### src/rtl/avg_pkg.sv
package avg_pkg;
  localparam int DATA_W  = 10;
  localparam int MAX_LOG = 6;
  localparam int SEL_W   = 3;
  localparam int ACC_W   = DATA_W + MAX_LOG;
  localparam int CNT_W   = MAX_LOG;
endpackage

### src/rtl/avg_cfg.sv
module avg_cfg
  import avg_pkg::*;
#(
  parameter int SW = SEL_W,
  parameter int ML = MAX_LOG
) (
  input  logic          clk,
  input  logic          rst_n,
  input  logic          step_start,
  input  logic [SW-1:0] avg_log,
  output logic [SW-1:0] log_now,
  output logic [SW-1:0] log_q
);
  logic [SW-1:0] sel_lim;

  always_comb begin
    sel_lim = (avg_log > SW'(ML)) ? SW'(ML) : avg_log;
    log_now = step_start ? sel_lim : log_q;
  end

  always_ff @(posedge clk) begin
    if (!rst_n)          log_q <= '0;
    else if (step_start) log_q <= sel_lim;
  end

  assert_log_limit_R4: assert property (@(posedge clk) disable iff (!rst_n)
    log_q <= SW'(ML));
endmodule

### src/rtl/avg_accum.sv
module avg_accum
  import avg_pkg::*;
#(
  parameter int DW = DATA_W,
  parameter int ML = MAX_LOG,
  parameter int SW = SEL_W,
  localparam int AW = DW + ML,
  localparam int CW = ML
) (
  input  logic          clk,
  input  logic          rst_n,
  input  logic          clear,
  input  logic          take,
  input  logic [SW-1:0] log_now,
  input  logic [DW-1:0] sample,
  output logic          done,
  output logic [DW-1:0] result,
  output logic          more_req
);
  logic [AW-1:0] acc_q, acc_base, sum, shifted;
  logic [CW-1:0] cnt_q, cnt_base;
  logic [CW:0]   one, mask;
  logic          last;

  always_comb begin
    one      = {{CW{1'b0}}, 1'b1};
    mask     = (one << log_now) - one;
    acc_base = clear ? '0 : acc_q;
    cnt_base = clear ? '0 : cnt_q;
    sum      = acc_base + {{(AW-DW){1'b0}}, sample};
    last     = ({1'b0, cnt_base} == mask);
    shifted  = sum >> log_now;
    result   = shifted[DW-1:0];
    done     = take && last;
  end

  always_ff @(posedge clk) begin
    if (!rst_n) begin
      acc_q    <= '0;
      cnt_q    <= '0;
      more_req <= 1'b0;
    end else begin
      more_req <= take && !last;
      if (take && last) begin
        acc_q <= '0;
        cnt_q <= '0;
      end else if (take) begin
        acc_q <= sum;
        cnt_q <= cnt_base + CW'(1);
      end else if (clear) begin
        acc_q <= '0;
        cnt_q <= '0;
      end
    end
  end

  assert_count_in_group_R3: assert property (@(posedge clk) disable iff (!rst_n)
    !clear |-> ({1'b0, cnt_q} <= mask));
  assert_no_more_after_group_R7: assert property (@(posedge clk) disable iff (!rst_n)
    done |=> !more_req);
endmodule

### src/rtl/avg_out.sv
module avg_out
  import avg_pkg::*;
#(
  parameter int DW = DATA_W
) (
  input  logic          clk,
  input  logic          rst_n,
  input  logic          load,
  input  logic [DW-1:0] load_data,
  input  logic          res_ready,
  output logic          res_valid,
  output logic [DW-1:0] res_data,
  output logic          can_take
);
  assign can_take = !res_valid;

  always_ff @(posedge clk) begin
    if (!rst_n) begin
      res_valid <= 1'b0;
      res_data  <= '0;
    end else if (load) begin
      res_valid <= 1'b1;
      res_data  <= load_data;
    end else if (res_ready) begin
      res_valid <= 1'b0;
    end
  end

  assert_hold_result_R8: assert property (@(posedge clk) disable iff (!rst_n)
    (res_valid && !res_ready) |=> (res_valid && $stable(res_data)));
endmodule

### src/rtl/sample_averager.sv
module sample_averager
  import avg_pkg::*;
#(
  parameter int DW = DATA_W,
  parameter int ML = MAX_LOG,
  parameter int SW = SEL_W
) (
  input  logic          clk,
  input  logic          rst_n,
  input  logic [SW-1:0] avg_log,
  input  logic          step_start,
  input  logic          raw_valid,
  output logic          raw_ready,
  input  logic [DW-1:0] raw_data,
  output logic          res_valid,
  input  logic          res_ready,
  output logic [DW-1:0] res_data,
  output logic          more_req
);
  logic [SW-1:0] log_now, log_q;
  logic          take, done;
  logic [DW-1:0] result;

  assign take = raw_valid && raw_ready;

  avg_cfg #(.SW(SW), .ML(ML)) cfg_i (
    .clk(clk), .rst_n(rst_n), .step_start(step_start), .avg_log(avg_log),
    .log_now(log_now), .log_q(log_q)
  );

  avg_accum #(.DW(DW), .ML(ML), .SW(SW)) acc_i (
    .clk(clk), .rst_n(rst_n), .clear(step_start), .take(take),
    .log_now(log_now), .sample(raw_data), .done(done), .result(result),
    .more_req(more_req)
  );

  avg_out #(.DW(DW)) out_i (
    .clk(clk), .rst_n(rst_n), .load(done), .load_data(result),
    .res_ready(res_ready), .res_valid(res_valid), .res_data(res_data),
    .can_take(raw_ready)
  );

  assert_passthrough_R2: assert property (@(posedge clk) disable iff (!rst_n)
    (take && !step_start && log_q == '0) |=> (res_valid && res_data == $past(raw_data)));
  assert_stall_when_full_R8: assert property (@(posedge clk) disable iff (!rst_n)
    (res_valid && !res_ready) |=> !raw_ready);
endmodule

### config.mk
export PLATFORM = sky130hd
export DESIGN_NAME = sample_averager
export DESIGN_NICKNAME = d
export VERILOG_FILES = /design/src/rtl/avg_pkg.sv /design/src/rtl/avg_cfg.sv /design/src/rtl/avg_accum.sv /design/src/rtl/avg_out.sv /design/src/rtl/sample_averager.sv
export SDC_FILE = /design/constraint.sdc
export NUM_CORES = 1
export LEC_CHECK = 0
export CORE_UTILIZATION = 62
export CTS_CLUSTER_DIAMETER = 60
export CTS_CLUSTER_SIZE = 25
export DETAILED_ROUTE_END_ITERATION = 6
export GPL_TIMING_DRIVEN = 0
export PLACE_DENSITY_LB_ADDON = 0.25
export SKIP_LAST_GASP = 1
export SLEW_MARGIN = 0
export SYNTH_ARGS = -nofsm -noshare
export SYNTH_HDL_FRONTEND = slang
export SYNTH_SLANG_ARGS = --single-unit
### constraint.sdc
create_clock -name clk -period 7.8 [get_ports clk]
set_input_delay 1.56 -clock clk [delete_from_list [all_inputs] [get_ports clk]]
set_output_delay 1.56 -clock clk [all_outputs]
set_load 0.05 [all_outputs]
# Yosys cells after proc, flatten, opt, wreduce, memory -nomap -nowiden
# Index checks and enable logic that the tools add are counted.
dict set report classes {
  addsub 3
  magnitude_cmp 1
  eq_ne 1
  shifts 2
  muxes 8
  n_bitwise 1
  n_reduce_logical 7
}
# op n
set ops {}
lappend ops {{two-way mux 16 bit} 2}
lappend ops {{adder 16 x 10 -> 16 bit} 1}
lappend ops {{right shift 16 x 3 -> 10 bit} 1}
lappend ops {{two-way mux 6 bit} 2}
lappend ops {{== test 6 x 7 -> 1 bit} 1}
lappend ops {{left shift 1 x 3 -> 7 bit (first input constant)} 1}
lappend ops {{subtractor 7 x 1 -> 7 bit (second input constant)} 1}
lappend ops {{adder 6 x 1 -> 6 bit (second input constant)} 1}
lappend ops {{two-way mux 3 bit} 2}
lappend ops {{> comparator 3 bit (second input constant)} 1}
lappend ops {{logical AND 1 bit} 3}
lappend ops {{logical NOT 1 bit} 2}
lappend ops {{two-way mux 1 bit} 2}
lappend ops {{nonzero test 2 bit} 1}
lappend ops {{OR reduction 2 bit} 1}
lappend ops {{NOT 1 bit} 1}
dict set report word_totals {
  reg_bits 37
  wordCells 29
}

# Longest topological paths before layout
dict set report depth {
  ltp_word 8
  ltp_mapped 18
  ltp_nobuf 12
}

# Cells and area by module
# A second synthesis with hierarchy kept.
dict set report hier_totals {
  hier_cells 358
  hier_area_um2 2981.6
}
# mod n_inst cells_each area_each_um2
set by_module_without_submodules {}
lappend by_module_without_submodules {avg_accum 1 309 2426.1}
lappend by_module_without_submodules {avg_out 1 36 415.4}
lappend by_module_without_submodules {avg_cfg 1 12 133.9}
lappend by_module_without_submodules {sample_averager 1 1 6.3}

# Least setup slack after synthesis
# No wires, ideal clock.
dict set report synth_path {
  path_type {input -> register}
  from {input port step_start}
  to {register out_i.res_data[9]}
  arrival_time_ps 4796
  required_ps 7672
  path_slack_ps 2877
  stages 16
  path_buffers 6
  path_cell_list {buf_6 buf_2 buf_1 buf_1 buf_1 nor2b_1 ha_1 clkbuf_1 and3_1 nand4_1 nand2b_1 a21oi_1 mux2i_1 a31oi_1 a311oi_1 o22ai_2}
}
dict set report synth_via {
  elab_chain_cells 5
  elab_cells_between_ends 9
  classes_between {add/sub: 2; eq/ne: 1; shift: 2; mux: 3; reduce/logical: 1}
}
# element line_no
set synth_rtl {}
lappend synth_rtl {{start, declared} sample_averager.sv:11} ;# input logic step_start,
lappend synth_rtl {{parallel branches: the longest is 5 deep, another holds adder 16 x 10 -> 16 bit} --}
lappend synth_rtl {{end signal, assigned} avg_out.sv:23} ;# res_data <= load_data;
lappend synth_rtl {{end, declared} avg_out.sv:12} ;# output logic [DW-1:0] res_data,
# Parallel ways; which one is timed is not known.
# A chain may end at the register's enable or synchronous reset.

# Worst setup path after layout
dict set report layout_path {
  from {input port avg_log[2]}
  to {register out_i.res_data[7]}
}
dict set report layout_via {
  elab_chain_cells 7
  elab_cells_between_ends 8
  classes_between {add/sub: 1; order compare: 1; eq/ne: 1; shift: 2; mux: 2; reduce/logical: 1}
}
# element line_no
set layout_rtl {}
lappend layout_rtl {{start, declared} sample_averager.sv:10} ;# input logic [SW-1:0] avg_log,
lappend layout_rtl {{> comparator 3 bit} avg_cfg.sv:17} ;# sel_lim = (avg_log > SW'(ML)) ? SW'(ML) : avg_log;
lappend layout_rtl {{two-way mux 3 bit (*)} avg_cfg.sv:17}
lappend layout_rtl {{two-way mux 3 bit (*)} avg_cfg.sv:18} ;# log_now = step_start ? sel_lim : log_q;
lappend layout_rtl {{left shift 1 x 3 -> 7 bit} avg_accum.sv:27} ;# mask = (one << log_now) - one;
lappend layout_rtl {{subtractor 7 x 1 -> 7 bit} avg_accum.sv:27}
lappend layout_rtl {{== test 6 x 7 -> 1 bit} avg_accum.sv:31} ;# last = ({1'b0, cnt_base} == mask);
lappend layout_rtl {{logical AND 1 bit} avg_accum.sv:34} ;# done = take && last;
# Mark *: on every way between the ends. The rest lies on a longest branch, timed or not.

==> flow_summary.yaml <==
synth:
  ys_types: 66
  yosys.area.top_type: "dfxtp_1"
  syn_nets: 423
  ys_seq_area_frac: 0.246
  yosys_warnings: 0
  yosysTopAreaCellShare: 0.246
  synth_edf_count: 0
  syn_avg_cell_area_um2: 7.68
  synth-async-reset-ratio: 0
  ys_ff_latch: 37
  synthTopCellsByArea: "dfxtp_1, a21oi_1, ha_1"
  synth_area_um2: 3010
  synth_ff_type: "dfxtp_1"
  syn_inst: 392
floorplanning:
  start_util: 0.669
  fp.dieH_um: 71.7
  core_um2: 4500
  die-area_um2: 5140
  io_pins: 31
  rows: 24
  die_x_um: 71.7
cts:
  clockBufferDepth: 2
  cts_buffers: 5
  cts_setup_buffers: 0
  cts_root_buffer: "clkbuf_8"
  htreeDepth: 2
  cts-resized-gates: 0
  clk_pin_slew_ns: 0.08
  cts_tree: "built"
  postCtsHoldBufs: 0
  clock_latency_ns: 0.30
  cts.sinks: 37
sta:
  max_freq_mhz: 174
  hold_violations: 0
  slew_headroom: 0.525
  fin_skew_ns: 0.0113
  setup_viol: 0
  fin_crit_ns: 5.73
  rsz0062_at_grt: "no"
  finalCritPeriodShare: 0.735
  tns_ns: 0
  fin_ws_ns: 2.07
  slew_violations: 0
  worstMarginPinSlew_ns: 0.710
pwr:
  power.switching_mw: 0.172
  vdd_ir_drop_max_mv: 0.110
  internal-power_mw: 0.357
  finalPower_mw: 0.529
  swShare: 0.324
  comb_power_share: 0.287
  p_clk_frac: 0.337
  seq_power_share: 0.376
  cellPowerDensity_nw_per_um2: 152
  leakage_nw: 1.33
outcome:
  run_status: "completed"
placement:
  numPortBuffers: 28
  hpwl_mm: 6.14
  gp_congestion: 0.932
  dp_cells: 472
  place_ws_ns: 1.93
worst_setup_path:
  end_kind: "flip-flop"
  crit_required_ns: 8.00
  slowest_stage: "clkdlybuf4s50_1"
  rr_endpoint: "out_i.res_data[7]"
  path_class: "in -> reg"
  critPathLaunchType: "primary input"
  r2r_slack_ns: 3.58
  cpPeakStageDelay_ns: 0.56
  critPathMaxFanout: 10
  reg2reg_depth: 16
  startpoint: "avg_log[2]"
  timing.rr.start: "cfg_i.log_q[0]"
  cp.arrival_ns: 5.93
  cp_cell_sequence: "clkdlybuf4s50_1, a21boi_0, a21oi_1, clkbuf_1, clkbuf_1, nand3_1, ha_1, xnor2_1, a2111oi_0, a31oi_1, a211oi_1, and3_1, buf_4, buf_6, o221ai_2, nor2_1, a21oi_1"
finish:
  stdcell_count: 480
  n_antenna_cell: 0
  final_util: 0.772
  areaGrowthSynthToFinish_pct: 15.5
  nNetsFinal: 458
  layout-drive-gt1-share: 0.0724
global_route:
  grt_overflow_total: 0
  grtUsageTotal: 0.339
  antenna_found_initial: 0
  grt_pass1_wl_mm: 13.7
  grt_pass1_vias: 3027
  grt_max_degree: 13
drt:
  drt-total-wl_mm: 8.24
  viasPerCell: 6.49
  ant_nets: 0
  vias: 3116
  firstDrtPassIters: 7
  route.detailed.drc: 0
  wl_per_cell_um: 17.2
  drt_iter0_markers: 263
worst_hold_path:
  hold_start: "out_i.res_data[6]"
  hold_class: "reg -> reg"
  holdPathEnd: "out_i.res_data[6]"
  hold-path-cell-count: 2
run:
  max_cap_violations: 0
registers in the layout, indices dropped and copies added (netlist names):
signal	count
acc_i.cnt_q	6
out_i.res_data	10
acc_i.more_req	1
acc_i.acc_q	16
cfg_i.log_q	3
out_i.res_valid	1
cells in the final DEF (no fill, tap or decap), types with 4 or more instances in the layout:
cell | Yosys | routed
nand2_1 | 37 | 37
dfxtp_1 | 37 | 37
nor2_1 | 35 | 35
a21oi_1 | 33 | 33
clkdlybuf4s50_1 | 0 | 28
nor2b_1 | 24 | 24
clkbuf_1 | 16 | 16
inv_1 | 14 | 14
xnor2_1 | 14 | 14
mux2i_1 | 12 | 12
ha_1 | 12 | 12
nand3_1 | 11 | 11
xor2_1 | 11 | 11
nor3_1 | 11 | 11
a211oi_1 | 10 | 10
o21ai_0 | 8 | 8
and3_1 | 7 | 7
a31oi_1 | 6 | 6
nand4_1 | 6 | 6
clkbuf_8 | 0 | 6
o2111ai_1 | 5 | 5
nand2b_1 | 5 | 5
buf_2 | 4 | 4
a21o_1 | 4 | 4
o311ai_0 | 4 | 4
buf_4 | 4 | 4
o211ai_1 | 4 | 4
cells in the mapped netlist (all sizes together) (2+ instances only):
master,instances
o21bai,2
buf,14
xor2,11
nor2b,24
mux2i,12
and3,7
a21o,4
o211ai,6
nand4,6
a211oi,11
a21oi,33
mux2,3
inv,14
nor2,35
and2,3
xnor2,14
a31oi,6
o2111ai,5
ha,12
or4,3
clkbuf,16
o22ai,4
dfxtp,37
a2111o,2
and4,2
o21ai,10
nand3,11
a22oi,2
nor3,11
o311ai,5
nand2,37
nand2b,6
critical path, delay by kind of cell:
family / cells / cell delay [ns]
compound gates: 7 / 1.65
xor+xnor: 1 / 0.13
fa+ha+maj: 1 / 0.35
buf+inv: 5 / 1.76
simple gates: 3 / 0.48
power by group through the flow:
stage	sequential [mW]	clock [mW]	combinational, mW
final	0.199	0.178	0.152
after global placement	0.203	0	0.144
after floorplan	0.208	0	0.102
after global routing	0.200	0.187	0.165
after CTS	0.199	0.178	0.148
after detailed placement	0.203	0	0.147
stage by stage:
stage / area (um2) / hold WS (ns)
floorplan: 3010 / 0.543
global placement: 3360 / 0.460
detailed placement: 3360 / 0.466
CTS: 3480 / 0.477
global route: 3480 / 0.508
finish: 3480 / 0.475
worst max-delay path by stage:
stage | end | slack (ns) | cells after the start
4_1_cts | out_i.res_data[9] | 2.22 | 16
3_3_place_gp | out_i.res_data[7] | 1.98 | 17
5_1_grt | out_i.res_data[2] | 1.82 | 17
6_report | out_i.res_data[7] | 2.07 | 17
2_1_floorplan | out_i.res_data[9] | 2.88 | 16
3_5_place_dp | acc_i.cnt_q[5] | 1.93 | 16
final cells by class:
type                    count  area, um2
plain buffers              30        155
clock buffers               6       82.6
clock inverters             2       37.5
fillers                   344       1030
inverters                  14       52.6
multi-input cells         311       2060
flip-flops and latches     37        741
well taps                  52       65.1
repair buffers             28        280
cells by family after synthesis:
kind of cell,share of synthesized area
compound gates,0.251
flops,0.246
simple gates,0.253
fa+ha+maj,0.0565
buf+inv,0.0690
xor+xnor,0.0727
mux,0.0523
per-layer routing:
metal  track usage  wire, um  vias to the layer above
met1         0.420      3480                     1465
li1              -         -                     1484
met5             0         0                        -
met2         0.581      3950                      140
met4         0.153       229                        0
met3        0.0520       577                       27
Note: power is estimated with default switching activity, not from simulation.
